**config.mk**
```make
export PLATFORM = sky130hd
export DESIGN_NAME = sercfg_bank
export DESIGN_NICKNAME = d
export VERILOG_FILES = /design/src/rtl/sercfg_pkg.sv /design/src/rtl/sercfg_sync_edge.sv /design/src/rtl/sercfg_shifter.sv /design/src/rtl/sercfg_store.sv /design/src/rtl/sercfg_bank.sv
export SDC_FILE = /design/constraint.sdc
export NUM_CORES = 1
export LEC_CHECK = 0
export BUFFER_PORTS_ARGS = -buffer_cell sky130_fd_sc_hd__buf_2
export CAP_MARGIN = 5
export CORE_MARGIN = 5
export CORE_UTILIZATION = 50
export DETAILED_ROUTE_END_ITERATION = 6
export PLACE_DENSITY_LB_ADDON = 0.3
export SETUP_SLACK_MARGIN = 0.02
export SYNTH_ARGS = -nofsm -noshare
export SYNTH_HDL_FRONTEND = slang
export SYNTH_SLANG_ARGS = --single-unit
```
**constraint.sdc**
```tcl
create_clock -name clk -period 2.2 [get_ports clk]
set_input_delay 0.33 -clock clk [delete_from_list [all_inputs] [get_ports clk]]
set_output_delay 0.33 -clock clk [all_outputs]
set_load 0.1 [all_outputs]
```
**src/rtl/sercfg_pkg.sv**
```systemverilog
package sercfg_pkg;
  localparam int WORD_W  = 24;
  localparam int NREG    = 8;
  localparam int NMAND   = 5;
  localparam int NOPT    = NREG - NMAND;
  localparam int IDX_W   = $clog2(NREG);
  localparam int DIV_W   = 12;
  localparam int DIV_LSB = 4;
  localparam int GAIN_W  = 4;
  localparam int GAIN_LSB = 16;
  localparam int ACC_LSB = 20;
  localparam int CTRL_IDX = 3;
  localparam int DIV_MIN = 3;

  typedef logic [WORD_W-1:0] word_t;

  function automatic logic addr_valid(input logic [3:0] a);
    return a[0];
  endfunction

  function automatic logic [IDX_W-1:0] addr_index(input logic [3:0] a);
    return a[3:1];
  endfunction

  function automatic logic [GAIN_W:0] gain_mult(input logic [GAIN_W-1:0] code);
    return {1'b0, code} + {{GAIN_W{1'b0}}, 1'b1};
  endfunction

  function automatic logic div_in_range(input logic [DIV_W-1:0] d);
    return d >= DIV_W'(DIV_MIN);
  endfunction
endpackage

```
**src/rtl/sercfg_sync_edge.sv**
```systemverilog
module sercfg_sync_edge #(
  parameter int STAGES = 2
) (
  input  logic clk,
  input  logic rst_n,
  input  logic async_in,
  output logic rise
);
  logic [STAGES:0] pipe;

  always_ff @(posedge clk or negedge rst_n) begin
    if (!rst_n) pipe <= '0;
    else        pipe <= {pipe[STAGES-1:0], async_in};
  end

  assign rise = pipe[STAGES-1] & ~pipe[STAGES];

  p_rise_single_r1: assert property (@(posedge clk) disable iff (!rst_n)
    rise |=> !rise);
endmodule

```
**src/rtl/sercfg_shifter.sv**
```systemverilog
module sercfg_shifter
  import sercfg_pkg::*;
#(
  parameter int STAGES = 2
) (
  input  logic  clk,
  input  logic  rst_n,
  input  logic  data_async,
  input  logic  shift_ev,
  input  logic  load_ev,
  output word_t word,
  output logic  full
);
  localparam int CNT_W = $clog2(WORD_W + 1);

  logic [STAGES-1:0] dpipe;
  logic [CNT_W-1:0]  count;
  logic              data_s;

  always_ff @(posedge clk or negedge rst_n) begin
    if (!rst_n) dpipe <= '0;
    else        dpipe <= {dpipe[STAGES-2:0], data_async};
  end
  assign data_s = dpipe[STAGES-1];

  always_ff @(posedge clk or negedge rst_n) begin
    if (!rst_n) begin
      word  <= '0;
      count <= '0;
    end else begin
      if (shift_ev) word <= {word[WORD_W-2:0], data_s};
      if (load_ev)
        count <= '0;
      else if (shift_ev && count != CNT_W'(WORD_W))
        count <= count + 1'b1;
    end
  end

  assign full = (count == CNT_W'(WORD_W));

  p_msb_first_r1: assert property (@(posedge clk) disable iff (!rst_n)
    shift_ev |=> word[0] == $past(data_s));
  p_count_cleared_r9: assert property (@(posedge clk) disable iff (!rst_n)
    load_ev |=> !full);
endmodule

```
**src/rtl/sercfg_store.sv**
```systemverilog
module sercfg_store
  import sercfg_pkg::*;
#(
  parameter logic [NOPT-1:0][WORD_W-1:0] OPT_DEF = '0
) (
  input  logic                  clk,
  input  logic                  rst_n,
  input  logic                  load_ev,
  input  logic                  full,
  input  word_t                 word,
  output logic [NREG-1:0][WORD_W-1:0] eff,
  output logic                  configured,
  output logic                  proto_err,
  output logic                  range_err,
  output logic                  short_err
);
  word_t          raw [NREG];
  logic [NMAND-1:0] written;
  logic           write_ev;
  logic           short_ev;
  logic [IDX_W-1:0] widx;
  logic           ctrl_write;

  assign write_ev   = load_ev && full && addr_valid(word[3:0]);
  assign short_ev   = load_ev && !full;
  assign widx       = addr_index(word[3:0]);
  assign ctrl_write = write_ev && (widx == IDX_W'(CTRL_IDX));

  always_ff @(posedge clk or negedge rst_n) begin
    if (!rst_n) begin
      for (int i = 0; i < NREG; i++) raw[i] <= '0;
      written <= '0;
    end else if (write_ev) begin
      raw[widx] <= word;
      if (widx < IDX_W'(NMAND)) written[widx] <= 1'b1;
    end
  end

  always_ff @(posedge clk or negedge rst_n) begin
    if (!rst_n) begin
      proto_err <= 1'b0;
      range_err <= 1'b0;
      short_err <= 1'b0;
    end else begin
      if (ctrl_write) begin
        proto_err <= ~word[ACC_LSB];
        range_err <= ~div_in_range(word[DIV_LSB +: DIV_W]);
      end
      if (short_ev)              short_err <= 1'b1;
      else if (load_ev && full)  short_err <= 1'b0;
    end
  end

  assign configured = &written;

  for (genvar i = 0; i < NREG; i++) begin : g_eff
    if (i < NMAND) begin : g_mand
      assign eff[i] = raw[i];
    end else begin : g_opt
      assign eff[i] = raw[CTRL_IDX][ACC_LSB + 1 + i - NMAND] ? raw[i] : OPT_DEF[i-NMAND];
    end
  end

  p_cfg_sticky_r4: assert property (@(posedge clk) disable iff (!rst_n)
    configured |=> configured);
  p_proto_flag_r6: assert property (@(posedge clk) disable iff (!rst_n)
    (ctrl_write && !word[ACC_LSB]) |=> proto_err);
  p_range_flag_r7: assert property (@(posedge clk) disable iff (!rst_n)
    (ctrl_write && word[DIV_LSB +: DIV_W] < DIV_W'(DIV_MIN)) |=> range_err);
  p_short_keeps_r9: assert property (@(posedge clk) disable iff (!rst_n)
    short_ev |=> ($stable(eff) && short_err));
  p_bad_addr_r2: assert property (@(posedge clk) disable iff (!rst_n)
    (load_ev && !addr_valid(word[3:0])) |=> $stable(eff));
endmodule

```
**src/rtl/sercfg_bank.sv**
```systemverilog
module sercfg_bank
  import sercfg_pkg::*;
#(
  parameter int               SYNC_STAGES = 2,
  parameter logic [WORD_W-1:0] DEF_R5 = 24'h00410B,
  parameter logic [WORD_W-1:0] DEF_R6 = 24'h00820D,
  parameter logic [WORD_W-1:0] DEF_R7 = 24'h00C30F
) (
  input  logic                       clk,
  input  logic                       rst_n,
  input  logic                       ser_clk,
  input  logic                       ser_data,
  input  logic                       ser_load,
  output logic [NREG-1:0][WORD_W-1:0] eff_regs,
  output logic [DIV_W-1:0]           divider_r,
  output logic [GAIN_W:0]            gain_steps,
  output logic                       configured,
  output logic                       proto_err,
  output logic                       range_err,
  output logic                       short_err
);
  logic  sclk_rise;
  logic  load_rise;
  logic  full;
  word_t word;

  sercfg_sync_edge #(.STAGES(SYNC_STAGES)) u_sclk_sync (
    .clk(clk), .rst_n(rst_n), .async_in(ser_clk), .rise(sclk_rise));

  sercfg_sync_edge #(.STAGES(SYNC_STAGES)) u_load_sync (
    .clk(clk), .rst_n(rst_n), .async_in(ser_load), .rise(load_rise));

  sercfg_shifter #(.STAGES(SYNC_STAGES)) u_shifter (
    .clk(clk), .rst_n(rst_n), .data_async(ser_data),
    .shift_ev(sclk_rise), .load_ev(load_rise), .word(word), .full(full));

  sercfg_store #(.OPT_DEF({DEF_R7, DEF_R6, DEF_R5})) u_store (
    .clk(clk), .rst_n(rst_n), .load_ev(load_rise), .full(full), .word(word),
    .eff(eff_regs), .configured(configured), .proto_err(proto_err),
    .range_err(range_err), .short_err(short_err));

  assign divider_r  = eff_regs[CTRL_IDX][DIV_LSB +: DIV_W];
  assign gain_steps = gain_mult(eff_regs[CTRL_IDX][GAIN_LSB +: GAIN_W]);

  p_gain_nonzero_r8: assert property (@(posedge clk) disable iff (!rst_n)
    gain_steps != '0);
endmodule

```
==> flow_summary.ini, run 1 <==
[run_status]
status = finished clean

[clocking]
clockRootBuffer = clkbuf_16
cts_buffer_depth = 3
cts_buffers = 25
cts_tree = done
ctsHtreeMaxLevel = 1
cts_setup_buffers = 0
clock_latency_ns = 0.51
path_clk_slew_ns = 0.06
cts_num_sinks = 237

[worst_setup_path]
crit_path_max_fanout = 14
crit_arrival_ns = 2.50
crit_path_start_kind = flip-flop
cp-end-kind = flip-flop
worstSetupPathType = reg2reg
crit_required_ns = 2.59
ff2ff_path_depth = 7

[sta]
finalHoldViolations = 0
setup_viol = 0
period_share_pct = 96.21
max_freq_ghz = 0.4724
relSlewSlack_pct = 60.58
holdWs_ns = 0.3109
min_period_ns = 2.117
skew_ns = 0.01252
worst_pin_slew_ns = 0.5913
rsz0062_at_grt = no
finalSetupTns_ns = 0
drv_slew = 0

[placed_design]
place_inst = 1165
port_buffers = 217
place_hpwl_um = 15590
gp_congestion = 0.7965

[routing]
dr.pass1.iters = 4
wire_per_inst_um = 18.74
drc = 0
vias_per_cell = 4.936
ant_nets = 0
vias = 5972
wirelength_um = 22680
drtIter0Drc = 256

[synth]
synth_area_leader_cell = dfrtp_1
synth.ff_latch_count = 237
synthesis.nets = 829
yosysWarningCount = 0
synth_top_area_share_pct = 56.47
synthArstFlopShare_pct = 100.0
synth.area.mux_share_pct = 18.43
synth_edf_count = 0
synth-main-ff-cell = dfrtp_1
ys_seq_area_share_pct = 56.47
synth_top_family_by_area = multiplexers
synth-simple-area-share_pct = 11.51
syn_inst = 821
ys_types = 34
synthesis.area_um2 = 10500
syn_area_per_cell_um2 = 12.79
synthTopCellsByArea = dfrtp_1, mux2_2, buf_4
synth-xor-area-share_pct = 0.1668
synth_compound_area_share_pct = 0.5957
synthAdderAreaFrac_pct = 0.3574

[final_layout]
drive_gt1_share_pct = 50.80
num_antenna_cells = 0
layout_common_cells = dfrtp_1, buf_2, mux2_2
syn_to_final_growth_pct = 17.39
final_common_cell = dfrtp_1
fin_cells = 1210
layout.nets = 929

[grt]
grt_overflow = 0
antenna_found_initial = 0
grtUsageTotal_pct = 18.92
grt_pass1_vias = 6340
grt_max_degree = 58
grt_pass1_wl_um = 36670

[pwr]
power.total_mw = 8.817
powerDensity_nw_per_um2 = 715.1
ir_worst_vdd_mv = 0.6447
p_leak_nw = 6.875

[floorplanning]
dieHeight_um = 154.9
core_um2 = 20820
fp.dieArea_um2 = 24000
ios = 218
start_util_pct = 50.44
die_w_um = 154.9
rows = 53

[job]
drv_cap = 0

[worst_hold_path]
hp-class = in2async
==> report_power, final <==
group	leakage, nW	internal [mW]	switching, mW	total (mW)
clock network	0.376	2.24	1.64	3.88
logic	3.22	0.111	0.199	0.310
registers	3.28	4.43	0.199	4.63
total	6.87	6.78	2.04	8.82
==> final cells by class <==
type / count / area [um^2]
fill: 1667 / 8493
sequential: 237 / 5931
multi-input combinational: 396 / 3318
timing repair buffer: 256 / 1962
clock buffer: 33 / 705.7
tap: 275 / 344.1
clock inverter: 8 / 50.05
inverter: 5 / 18.77
==> what timing repair did <==
| action | 4_1_cts | 5_1_grt |
|---|---|---|
| setup endpoints to repair | 20 | 30 |
| hold endpoints to repair | 45 | 0 |
| hold buffers | 4 | 0 |
| gates resized for setup | 4 | 16 |
==> worst paths after layout <==
kind,from,to,slack [ns]
max in group asynchronous,rst_n,u_store.eff[84]$_DFFE_PN0P_,1.23
hold reg to reg,u_load_sync.pipe[0]$_DFF_PN0_,u_load_sync.pipe[1]$_DFF_PN0_,0.35
min in group clk,u_load_sync.pipe[0]$_DFF_PN0_,u_load_sync.pipe[1]$_DFF_PN0_,0.35
setup reg to reg,u_shifter.count[0]$_DFFE_PN0P_,u_store.eff[69]$_DFFE_PN0P_,0.08
setup / recovery,u_shifter.count[0]$_DFFE_PN0P_,u_store.eff[69]$_DFFE_PN0P_,0.08
hold / removal,rst_n,u_store.eff[25]$_DFFE_PN0P_,0.31
==> worst max-delay path: stages, from the launching register on <==
cell and delay [ns]:
dfrtp_1 0.38, inv_1 0.08, ha_2 0.21, nand4b_4 0.14, buf_6 0.16, or4_4 0.54, buf_12 0.17, mux2_1 0.31
==> logic make-up (layout without fill, tap and decap cells) <==
group,after synthesis,after routing
DFF,237,237
and+or+nand+nor,217,217
buffers and inverters,188,302
muxes,162,162
AOI/OAI and AO/OA,12,12
adders and majority gates,3,3
xor gates and xnor gates,2,2
==> Yosys cell counts (2+ instances only) <==
cell	n
a21oi_1	5
and2_1	62
and3_1	2
buf_2	10
buf_4	137
buf_6	8
clkbuf_1	26
dfrtp_1	237
ha_1	3
inv_1	5
mux2_2	130
mux2_4	30
nand2_1	76
nand2b_1	32
nand3_1	5
nand3b_1	4
nor2b_1	6
nor3_2	4
nor4_1	2
o21ai_0	6
or2_2	13
or3_1	2
or4_1	5
==> state kept, by name, summed over array words and instances (netlist names), 2 cells and up <==
name / cells
u_shifter.dpipe: 2
u_store.written: 5
u_shifter.count: 5
u_store.eff: 120
u_store.raw: 72
u_shifter.word: 24
u_sclk_sync.pipe: 3
u_load_sync.pipe: 3
==> routing by layer <==
metal / global-route usage, % / part of all wire, %
met1: 26.11 / 44
met2: 31.62 / 49
met3: 4.089 / 6.1
met4: 3.070 / 1.0
met5: 0 / 0
==> stage by stage <==
stage / cell area [um^2] / util [%] / setup WS, ns
floorplan: 10520 / - / 0.1087
global placement: 11470 / 55.11 / 0.07787
detailed placement: 11470 / 55.11 / 0.03697
global route: 12330 / 59.21 / 0.02010
finish: 12330 / 59.21 / 0.08335
CTS: 12280 / 58.98 / 0.02777
Note: power is estimated with default switching activity, not from simulation.
==> run 2: changes to the inputs <==
CORE_ASPECT_RATIO = 1.2   (was unset)
==> flow_summary.ini, run 2 (same netlist as run 1, synthesis figures left out) <==
[final_layout]
finalInstanceArea_um2 = 12460
layout.nets = 925
layout_common_cells = dfrtp_1, buf_2, mux2_2
num_antenna_cells = 0
fin_cells = 1205
largest_register_ffs = 120
syn_to_final_growth_pct = 18.67
final_common_cell = dfrtp_1
drive_gt1_share_pct = 50.80

[sta]
period_share_pct = 94.73
finalHoldViolations = 0
setup_viol = 0
max_freq_ghz = 0.4798
relSlewSlack_pct = 62.48
skew_ns = 0.009471
finalSetupTns_ns = 0
rsz0062_at_grt = no
timing.final.ws_setup_ns = 0.1160
drv_slew = 0
min_period_ns = 2.084
worst_pin_slew_ns = 0.5628

[worst_setup_path]
worstSetupPathType = reg2out
r2r_end = u_store.eff[117]$_DFFE_PN0P_
path_buf_inv = 2
critPathTopFamily = buffers and inverters
cp-end-kind = output port
r2r_start = u_shifter.count[1]$_DFFE_PN0P_
r2r_slack_ns = 0.16
path_cells = buf_4 -> nand2b_1 -> buf_2
max_stage_delay_ns = 0.55
crit_arrival_ns = 1.75
ff2ff_path_depth = 7
crit_path_start_kind = flip-flop
slowest_stage = dfrtp_2
crit_path_max_fanout = 20
worst-path-stages = 3
crit_required_ns = 1.87

[floorplanning]
dieHeight_um = 168.8
ios = 218
die_w_um = 142.3
rows = 58
fp.dieArea_um2 = 24020
start_util_pct = 50.43
core_um2 = 20830

[job]
drv_cap = 0

[pwr]
power.total_mw = 9.402
p_leak_nw = 6.923
ir_worst_vdd_mv = 0.5247
powerDensity_nw_per_um2 = 754.4

[routing]
wire_per_inst_um = 18.62
dr.pass1.iters = 5
vias_per_cell = 4.915
ant_nets = 0
vias = 5922
wirelength_um = 22440
drtIter0Drc = 262
drc = 0

[grt]
grt_pass1_wl_um = 35870
grt_overflow = 0
grtUsageTotal_pct = 18.71
antenna_found_initial = 0
grt_pass1_vias = 6273
grt_max_degree = 67

[clocking]
path_clk_slew_ns = 0.06
cts_setup_buffers = 0
clockRootBuffer = clkbuf_16
cts_tree = done
ctsHtreeMaxLevel = 1
cts_num_sinks = 237
clock_latency_ns = 0.50
cts_buffers = 24
cts_buffer_depth = 3

[placed_design]
port_buffers = 217
place_inst = 1156
placed_cell_area_um2 = 11480
gp_congestion = 0.8037
pre_cts_ws_ns = 0.02684
place_hpwl_um = 15200

[run_status]
status = finished clean

[worst_hold_path]
hp-class = in2async
## run 2: cell types whose count changed in the layout (fill, tap and decap cells not counted), moves of 2 or more
cell / delta
bufinv_16: +5
dfrtp_2: +2
clkinv_2: -2
clkbuf_4: -5
dfrtp_1: -2
## run 2: worst max path at each step
stage	from	to	slack, ns
after global routing	u_store.eff[95]$_DFFE_PN0P_	eff_regs[183]	0.03
after floorplan	u_shifter.count[0]$_DFFE_PN0P_	u_store.eff[81]$_DFFE_PN0P_	0.11
after detailed placement	u_shifter.count[1]$_DFFE_PN0P_	u_store.eff[86]$_DFFE_PN0P_	0.03
final	u_store.eff[95]$_DFFE_PN0P_	eff_regs[177]	0.12
after CTS	u_shifter.count[1]$_DFFE_PN0P_	u_store.eff[84]$_DFFE_PN0P_	0.02
after global placement	u_shifter.count[1]$_DFFE_PN0P_	u_store.eff[87]$_DFFE_PN0P_	0.08
## run 2: layer usage
| metal | share of wire [%] | track usage, % | up-vias |
|---|---|---|---|
| met2 | 49 | 31.83 | 154 |
| met1 | 43 | 25.19 | 2996 |
| met3 | 5.5 | 3.165 | 32 |
| met4 | 2.1 | 4.506 | 0 |
| li1 | - | - | 2740 |
| met5 | 0 | 0 | - |
## run 2: where the power goes
part | total, mW | internal (mW) | switching [mW]
Sequential | 4.64 | 4.43 | 0.214
Combinational | 0.303 | 0.106 | 0.197
Clock | 4.46 | 2.80 | 1.65
Total | 9.40 | 7.34 | 2.06
## run 2: cell type report
cell class                 instances  area [um^2]
clock buffer                      33        695.7
sequential                       237         5933
multi-input combinational        396         3314
tap                              270        337.8
clock inverter                    11        190.2
fill                            1670         8364
timing repair buffer             253         1973
inverter                           5        18.77
## run 2: worst reg2reg max path, cell delays in order (launching register included)
cell and delay [ns]:
dfrtp_1 0.40, inv_1 0.07, ha_2 0.20, nand4b_4 0.13, buf_4 0.21, nor3_4 0.24, buf_4 0.31, mux2_2 0.37
## run 2: what timing repair did
item | CTS | global route
cloned | 0 | 1
hold endpoints to repair | 55 | 0
hold buffers | 4 | 0
setup endpoints to repair | 29 | 46
resized for setup | 2 | 11
## run 2: per-stage QoR
step	hold WS (ns)	util, %
after floorplan	0.03441	-
after detailed placement	0.3013	55.11
after global routing	0.3585	59.84
after global placement	0.3002	55.11
after CTS	0.3538	59.57
final	0.3491	59.84
